`src/rtl/chg_irq_pkg.sv`:
```
`timescale 1ns/1ps
package chg_irq_pkg;
  localparam int unsigned OFS_CLEAR    = 1;
  localparam int unsigned OFS_STATUS   = 2;
  localparam int unsigned OFS_CTRL     = 3;
  localparam int unsigned PORT_BASE    = 'h40;
  localparam int unsigned PORT_STRIDE  = 16;
  localparam int unsigned PORT_UP_OFS  = 2;
  localparam int unsigned PORT_DN_OFS  = 3;
  localparam int unsigned ACK_EDGE_BIT = 3;
  localparam int unsigned ACK_OVF_BIT  = 2;

  typedef struct packed {
    logic [2:0] spare;
    logic       dn_en;
    logic       up_en;
    logic       irq_en;
    logic       ovf_en;
    logic       det_en;
  } ctrl_t;

  typedef struct packed {
    logic [2:0] spare;
    logic       dn_seen;
    logic       up_seen;
    logic       irq_on;
    logic       ovf_pend;
    logic       ev_pend;
  } stat_t;
endpackage

```
`src/rtl/chg_sync.sv`:
```
`timescale 1ns/1ps
module chg_sync #(
  parameter int W = 8
) (
  input  logic         clk,
  input  logic         rst_n,
  input  logic [W-1:0] pin,
  output logic [W-1:0] cur,
  output logic [W-1:0] prev
);
  logic [W-1:0] meta_q;
  logic [W-1:0] sync_q;
  logic [W-1:0] last_q;

  always_ff @(posedge clk) begin
    if (!rst_n) begin
      meta_q <= '0;
      sync_q <= '0;
      last_q <= '0;
    end else begin
      meta_q <= pin;
      sync_q <= meta_q;
      last_q <= sync_q;
    end
  end

  assign cur  = sync_q;
  assign prev = last_q;
endmodule

```
`src/rtl/chg_port_unit.sv`:
```
`timescale 1ns/1ps
module chg_port_unit
  import chg_irq_pkg::*;
#(
  parameter int ADDR_W   = 8,
  parameter int PORT_IDX = 0
) (
  input  logic              clk,
  input  logic              rst_n,
  input  logic              wr,
  input  logic [ADDR_W-1:0] addr,
  input  logic [7:0]        wdata,
  input  logic [7:0]        cur,
  input  logic [7:0]        prev,
  output logic [7:0]        up_mask,
  output logic [7:0]        dn_mask,
  output logic              up_hit,
  output logic              dn_hit
);
  localparam int unsigned BASE = PORT_BASE + PORT_IDX * PORT_STRIDE;
  localparam logic [ADDR_W-1:0] UP_ADDR = ADDR_W'(BASE + PORT_UP_OFS);
  localparam logic [ADDR_W-1:0] DN_ADDR = ADDR_W'(BASE + PORT_DN_OFS);

  always_ff @(posedge clk) begin
    if (!rst_n) begin
      up_mask <= '0;
      dn_mask <= '0;
    end else if (wr) begin
      if (addr == UP_ADDR) up_mask <= wdata;
      if (addr == DN_ADDR) dn_mask <= wdata;
    end
  end

  assign up_hit = |(cur & ~prev & up_mask);
  assign dn_hit = |(~cur & prev & dn_mask);
endmodule

```
`src/rtl/chg_event_ctrl.sv`:
```
`timescale 1ns/1ps
module chg_event_ctrl
  import chg_irq_pkg::*;
#(
  parameter int ADDR_W = 8
) (
  input  logic              clk,
  input  logic              rst_n,
  input  logic              wr,
  input  logic [ADDR_W-1:0] addr,
  input  logic [7:0]        wdata,
  input  logic              up_any,
  input  logic              dn_any,
  output logic [7:0]        ctrl_byte,
  output logic [7:0]        stat_byte,
  output logic              irq
);
  localparam logic [ADDR_W-1:0] CTRL_ADDR = ADDR_W'(OFS_CTRL);
  localparam logic [ADDR_W-1:0] ACK_ADDR  = ADDR_W'(OFS_CLEAR);

  ctrl_t ctrl_q;
  logic  ev_q, ovf_q, up_q, dn_q;
  logic  wr_ctrl, wr_ack, ack_ev, ack_ovf;
  logic  up_ev, dn_ev, any_ev, ovf_set;
  stat_t stat;

  assign wr_ctrl = wr && (addr == CTRL_ADDR);
  assign wr_ack  = wr && (addr == ACK_ADDR);
  assign ack_ev  = wr_ack && wdata[ACK_EDGE_BIT];
  assign ack_ovf = wr_ack && wdata[ACK_OVF_BIT];

  assign up_ev   = up_any && ctrl_q.det_en && ctrl_q.up_en;
  assign dn_ev   = dn_any && ctrl_q.det_en && ctrl_q.dn_en;
  assign any_ev  = up_ev || dn_ev;
  // a merged event counts only if the earlier one is not being acknowledged now
  assign ovf_set = any_ev && ev_q && ctrl_q.ovf_en && !ack_ev;

  always_ff @(posedge clk) begin
    if (!rst_n) begin
      ctrl_q <= '0;
      ev_q   <= 1'b0;
      ovf_q  <= 1'b0;
      up_q   <= 1'b0;
      dn_q   <= 1'b0;
    end else begin
      if (wr_ctrl) ctrl_q <= ctrl_t'({3'b000, wdata[4:0]});
      ev_q  <= (ev_q  && !ack_ev)  || any_ev;
      up_q  <= (up_q  && !ack_ev)  || up_ev;
      dn_q  <= (dn_q  && !ack_ev)  || dn_ev;
      ovf_q <= (ovf_q && !ack_ovf) || ovf_set;
    end
  end

  assign irq = ctrl_q.irq_en && (ev_q || ovf_q);

  always_comb begin
    stat          = '0;
    stat.ev_pend  = ev_q;
    stat.ovf_pend = ovf_q;
    stat.irq_on   = irq;
    stat.up_seen  = up_q;
    stat.dn_seen  = dn_q;
  end

  assign stat_byte = stat;
  assign ctrl_byte = ctrl_q;

  // wdata[7:5] only reach the reserved control bits, which read back zero
  logic unused_hi;
  assign unused_hi = ^wdata[7:5];
endmodule

```
`src/rtl/chg_irq_top.sv`:
```
`timescale 1ns/1ps
module chg_irq_top
  import chg_irq_pkg::*;
#(
  parameter int NUM_PORTS = 4,
  parameter int ADDR_W    = 8
) (
  input  logic                   clk,
  input  logic                   rst_n,
  input  logic                   bus_wr,
  input  logic [ADDR_W-1:0]      bus_addr,
  input  logic [7:0]             bus_wdata,
  output logic [7:0]             bus_rdata,
  input  logic [NUM_PORTS*8-1:0] din,
  output logic                   irq
);
  localparam int DIN_W = NUM_PORTS * 8;

  logic [DIN_W-1:0]     cur_all, prev_all;
  logic [7:0]           up_mask [NUM_PORTS];
  logic [7:0]           dn_mask [NUM_PORTS];
  logic [NUM_PORTS-1:0] up_hits, dn_hits;
  logic [7:0]           ctrl_q, status_q;

  chg_sync #(.W(DIN_W)) u_sync (
    .clk  (clk),
    .rst_n(rst_n),
    .pin  (din),
    .cur  (cur_all),
    .prev (prev_all)
  );

  for (genvar p = 0; p < NUM_PORTS; p++) begin : g_port
    chg_port_unit #(.ADDR_W(ADDR_W), .PORT_IDX(p)) u_port (
      .clk    (clk),
      .rst_n  (rst_n),
      .wr     (bus_wr),
      .addr   (bus_addr),
      .wdata  (bus_wdata),
      .cur    (cur_all[p*8 +: 8]),
      .prev   (prev_all[p*8 +: 8]),
      .up_mask(up_mask[p]),
      .dn_mask(dn_mask[p]),
      .up_hit (up_hits[p]),
      .dn_hit (dn_hits[p])
    );
  end

  chg_event_ctrl #(.ADDR_W(ADDR_W)) u_evt (
    .clk      (clk),
    .rst_n    (rst_n),
    .wr       (bus_wr),
    .addr     (bus_addr),
    .wdata    (bus_wdata),
    .up_any   (|up_hits),
    .dn_any   (|dn_hits),
    .ctrl_byte(ctrl_q),
    .stat_byte(status_q),
    .irq      (irq)
  );

  always_comb begin
    bus_rdata = '0;
    if (bus_addr == ADDR_W'(OFS_STATUS)) bus_rdata = status_q;
    if (bus_addr == ADDR_W'(OFS_CTRL))   bus_rdata = ctrl_q;
    for (int p = 0; p < NUM_PORTS; p++) begin
      if (bus_addr == ADDR_W'(PORT_BASE + p * PORT_STRIDE + PORT_UP_OFS)) bus_rdata = up_mask[p];
      if (bus_addr == ADDR_W'(PORT_BASE + p * PORT_STRIDE + PORT_DN_OFS)) bus_rdata = dn_mask[p];
    end
  end
endmodule

```
`config.mk`:
```
export PLATFORM = sky130hd
export DESIGN_NAME = chg_irq_top
export DESIGN_NICKNAME = d
export VERILOG_FILES = /design/src/rtl/chg_irq_pkg.sv /design/src/rtl/chg_sync.sv /design/src/rtl/chg_port_unit.sv /design/src/rtl/chg_event_ctrl.sv /design/src/rtl/chg_irq_top.sv
export SDC_FILE = /design/constraint.sdc
export NUM_CORES = 1
export LEC_CHECK = 0
export BUFFER_PORTS_ARGS = -buffer_cell sky130_fd_sc_hd__buf_2
export CAP_MARGIN = 15
export CORE_ASPECT_RATIO = 1.75
export CORE_MARGIN = 8
export CORE_UTILIZATION = 63
export DETAILED_ROUTE_END_ITERATION = 7
export PLACE_DENSITY = 0.93
export SETUP_SLACK_MARGIN = 0.02
export SYNTH_ARGS = -nofsm -noshare
export SYNTH_HDL_FRONTEND = slang
export SYNTH_SLANG_ARGS = --single-unit
```
`constraint.sdc`:
```
create_clock -name clk -period 5.5 [get_ports clk]
set_input_delay 1.1 -clock clk [delete_from_list [all_inputs] [get_ports clk]]
set_output_delay 1.1 -clock clk [all_outputs]
set_load 0.05 [all_outputs]
```
== Word level (Yosys, flattened, before mapping) ==
Cells that the tools add are included.
Word-level totals
  register bits: 169
  input bits: 51
  output and inout port bits: 9
  logic and storage cells: 99
Cells by class
  eq/ne operators: 11
  muxes and demuxes: 10
  bitwise logic cells: 24
  reduce and logical (&&, ||, !) cells: 34
Operator list (number)
  bitwise AND 8 bit: 16
  2-to-1 mux 8 bit: 9
  == test 8 x 7 -> 1 bit (second input constant): 8
  inverter 8 bit: 8
  OR reduction 32 bit: 2
  == test 8 x 2 -> 1 bit (second input constant): 2
  logical AND 1 bit: 16
  AND reduction 2 bit: 8
  == test 8 x 1 -> 1 bit (second input constant): 1
  logical OR 1 bit: 6
  2-to-1 mux 5 bit: 1
  zero test 1 bit: 2

== Logic depth before layout (Yosys ltp) ==
  word-level depth: 12
  mapped depth: 7
  depth with buffers taken out: 6

== Cells and area by module ==
A second synthesis with hierarchy kept.
Unflattened totals
  cells, all modules: 802
  area, all modules: 7292.0 um^2
By module, submodules not included
  chg_sync: instances 1, cells an instance 202, area an instance 2603.7 um^2, sequential area each 1921.8 um^2
  chg_port_unit (g_port[0].u_port ...): instances 3, cells an instance 91, area an instance 775.7 um^2, sequential area each 320.3 um^2
  chg_irq_top: instances 1, cells an instance 169, area an instance 1047.3 um^2, sequential area each 0.0 um^2
  chg_port_unit (g_port[3].u_port): instances 1, cells an instance 101, area an instance 789.5 um^2, sequential area each 320.3 um^2
  chg_event_ctrl: instances 1, cells an instance 57, area an instance 524.3 um^2, sequential area each 180.2 um^2

== Least setup slack after synthesis ==
Ideal clock, no wire load.
  path kind: input -> output
  start: input port bus_addr[0]
  end: output port bus_rdata[2]
  data arrival time: 3505 ps
  required time: 4400 ps
  path slack: 895 ps
  stages: 4
  buffers on the path: 2
  path through: buf_2 -> clkbuf_1 -> mux2i_1 -> o311ai_0
On the way
  word-level cells in the longest chain between the ends: 11
  elaborated cells on any way between the ends: 20
  classes of those cells: 10 x eq/ne; 10 x mux
RTL lines
  from (decl): line chg_irq_top.sv:11  | input logic [ADDR_W-1:0] bus_addr,
  == test 8 x 2 -> 1 bit: line chg_irq_top.sv:64  | if (bus_addr == ADDR_W'(OFS_STATUS)) bus_rdata = status_q;
  2-to-1 mux 5 bit: line chg_irq_top.sv:64
  2-to-1 mux 8 bit: line chg_irq_top.sv:65  | if (bus_addr == ADDR_W'(OFS_CTRL)) bus_rdata = ctrl_q;
  2-to-1 mux 8 bit: line chg_irq_top.sv:67  | if (bus_addr == ADDR_W'(PORT_BASE + p * PORT_STRIDE + PORT_UP_OFS)) bus_rdata = up_mask[p];
  2-to-1 mux 8 bit: line chg_irq_top.sv:68  | if (bus_addr == ADDR_W'(PORT_BASE + p * PORT_STRIDE + PORT_DN_OFS)) bus_rdata = dn_mask[p];
  2-to-1 mux 8 bit: line chg_irq_top.sv:67
  2-to-1 mux 8 bit: line chg_irq_top.sv:68
  2-to-1 mux 8 bit: line chg_irq_top.sv:67
  2-to-1 mux 8 bit: line chg_irq_top.sv:68
  2-to-1 mux 8 bit: line chg_irq_top.sv:67
  2-to-1 mux 8 bit *: line chg_irq_top.sv:68
  to (decl): line chg_irq_top.sv:13  | output logic [7:0] bus_rdata,
Every way passes the cells marked *; elsewhere a longest branch is shown, timed or not.

== Final worst setup path ==
Same ends and word-level chain as after synthesis.

==> impl_metrics.tcl <==
set metrics [dict create \
    cts_hold_buf 0 \
    boundaryPins 60 \
    startpoint "bus_addr[0]" \
    synthMuxAreaShare_pct 10.5 \
    clk_pin_slew_worst_paths_ns 0.06 \
    coreArea_mm2 0.0103 \
    cts_tree "yes" \
    wl_met1_um 7090 \
    cts_made_buffers 17 \
    antenna_found_initial 0 \
    n_antenna_cell 0 \
    drc 0 \
    place_inst 847 \
    row_count 49 \
    leakage_nw 3.27 \
    fin_util_pct 73.4 \
    status "completed" \
    drive_gt1_share_pct 15.7 \
    r2r-start "g_port[3].u_port.up_mask[7]" \
    ant_nets 0 \
    grt_pass1_wl_um 30000 \
    drtPass1Iterations 6 \
    cp_max_fo 32 \
    grt.overflow.total 0 \
    crit_arrival_ns 3.29 \
    worst_ep_required_time_ns 4.40 \
    hold_viol 0 \
    fill_cells 742 \
    synth_adder_area_share_pct 0 \
    fmax_mhz 228 \
    cts.sinks 169 \
    synth_top_area_cell "dfxtp_1" \
    vdd_ir_drop_max_uv 260 \
    fin_skew_ns 0.00868 \
    synth.area.top_cells "dfxtp_1 (51%), mux2i_1 (9.3%), and2_1 (9.1%), nand2_1 (3.7%), nor2_1 (3.6%)" \
    maxCapViolations 0 \
    drv_slew 0 \
    gr-usage-all-layers_pct 28.0 \
    grt_max_degree 93 \
    synth-async-reset-ratio_pct 0 \
    timing.final.crit_share_pct 79.9 \
    final_nets 790 \
    start_util_pct 64.6 \
    routed_via_density 6.13 \
    post_cts_buffers 0 \
    wl_met3_um 1150 \
    setup.worst_path.start_class "primary input" \
    routed_wl_um 19700 \
    yosys_warnings 0 \
    syn_inst 699 \
    dr_wl_met2_um 9720 \
    grt_pass1_vias 5559 \
    cp-end-kind "output pin" \
    synth_top_area_share_pct 50.8 \
    synth-xor-area-share_pct 0 \
    power.density_mw_per_mm2 340 \
    synth-seq-cells 169 \
    die-width_um 93.7 \
    maxSlewHeadroom_pct 43.5 \
    tightest_slew_ns 0.846 \
    yosys-top-cells-count "dfxtp_1 (169), and2_1 (97), nand2_1 (65)" \
    syn-cell-area_mm2 0.00666 \
    ctsResizeCount 0 \
    htreeDepth 4 \
    dpl.hpwl_um 15000 \
    hold_path_startpoint "u_sync.meta_q[22]" \
    stdcell_count 879 \
    synth_cell_type_count 55 \
    portBuffers 59 \
    ys_seq_area_share_pct 50.8 \
    synth_top_family_by_area "simple AND/OR/NAND/NOR gates" \
    hold_class "register to register" \
    synth_compound_area_share_pct 9.21 \
    synth_nets 750 \
    drtIter0Drc 402 \
    synth-simple-area-share_pct 26.4 \
    routed.top_layer "met4" \
    clkLatencyLatePin_ns 0.43 \
    avgSynthCellArea_um2 9.52 \
    finalPower_mw 2.57 \
    die_height_um 152 \
    syn_to_final_growth_pct 13.6 \
    clock-root-buffer "clkbuf_16" \
    fin_area_mm2 0.00756 \
    rsz0062_at_grt "no" \
    place.gp.congestion 0.972 \
    vias 5386 \
    wl_per_cell_um 22.4 \
    clockBufferDepth 2 \
    setup_tns_ns 0 \
    setup_viol_count_final 0 \
    place_area_mm2 0.00696 \
    synth_enable_flop_cells 0 \
    die-area_mm2 0.0142 \
    criticalPathCategory "primary input to output pin" \
    synth.most_common_cell "dfxtp_1" \
    synth_ff_type "dfxtp_1" \
    finalCriticalPeriod_ns 4.39 \
]
==> final timing paths <==
check	cells after the start	endpoint	slack, ns
min	1	u_sync.cur[22]	0.43
max	7	bus_rdata[2]	1.11
min reg2reg	1	u_sync.cur[22]	0.43
max reg2reg	6	u_evt.ev_q	3.37
==> final cells by class <==
| type | count | area [um^2] | share of cell area [%] |
|---|---|---|---|
| clock buffers | 19 | 443 | 5.86 |
| clock inverters | 13 | 151 | 2.00 |
| inverters | 10 | 37.5 | 0.497 |
| multi-input cells | 479 | 3070 | 40.6 |
| flip-flops and latches | 169 | 3380 | 44.8 |
| well taps | 127 | 159 | 2.10 |
| repair buffers | 62 | 318 | 4.20 |
==> registers in the layout, indices dropped and copies added (netlist names) <==
signal,flops
g_port.u_port.dn_mask,32
g_port.u_port.up_mask,32
u_sync.cur,32
u_sync.meta_q,32
u_sync.prev,32
u_evt.ctrl_byte,5
u_evt.dn_q,1
u_evt.ev_q,1
u_evt.ovf_q,1
u_evt.up_q,1
==> worst max-delay path, cell delays in order <==
cell,delay [ns]
buf_2,0.51
nor3b_2,0.35
and2_2,0.28
and3_1,0.43
a22oi_1,0.14
o311ai_0,0.14
buf_2,0.33
==> report_power, final <==
group	total [mW]	switching (mW)	leakage [nW]	internal (mW)
Combinational	0.108	0.0668	1.61	0.0411
Sequential	1.27	0.0144	1.38	1.25
Clock	1.20	0.539	0.283	0.659
Total	2.57	0.620	3.27	1.95
==> cell families (layout without fill, tap and decap cells) <==
family | count (synthesis) | in the layout
flops | 169 | 169
buf+inv | 51 | 104
compound gates | 96 | 96
simple gates | 315 | 315
mux | 68 | 68
==> routing by layer <==
layer  vias up  GRT usage [%]
li1       2490              -
met1      2561           28.3
met2       247           46.6
met3        88           6.31
met4         0           24.3
met5         -              0
==> layout by cell type, fill, tap and decap left out, drive strengths merged, types with 2 or more instances in the layout <==
cell / n
o221ai: 3
or4: 3
inv: 18
nand2b: 2
nor2b: 4
o311ai: 2
o22ai: 18
mux2: 5
and3b: 9
nor4bb: 2
nand4: 3
mux2i: 62
clkbuf: 19
o21ai: 19
clkinvlp: 3
buf: 62
nor4: 3
dfxtp: 169
nand3b: 16
a22oi: 5
o221a: 3
nand2: 67
a211oi: 6
a31oi: 10
nor3b: 5
a21oi: 19
and3: 2
and2: 98
nor2: 65
nand3: 29
o211ai: 5
==> metrics by stage <==
stage | hold slack [ns] | setup slack (ns)
6_report | 0.434 | 1.11
5_1_grt | 0.448 | 0.873
4_1_cts | 0.434 | 1.12
3_5_place_dp | 0.418 | 1.11
3_3_place_gp | 0.415 | 1.21
2_1_floorplan | 0.412 | 0.895
(Power assumes the default switching activity.)
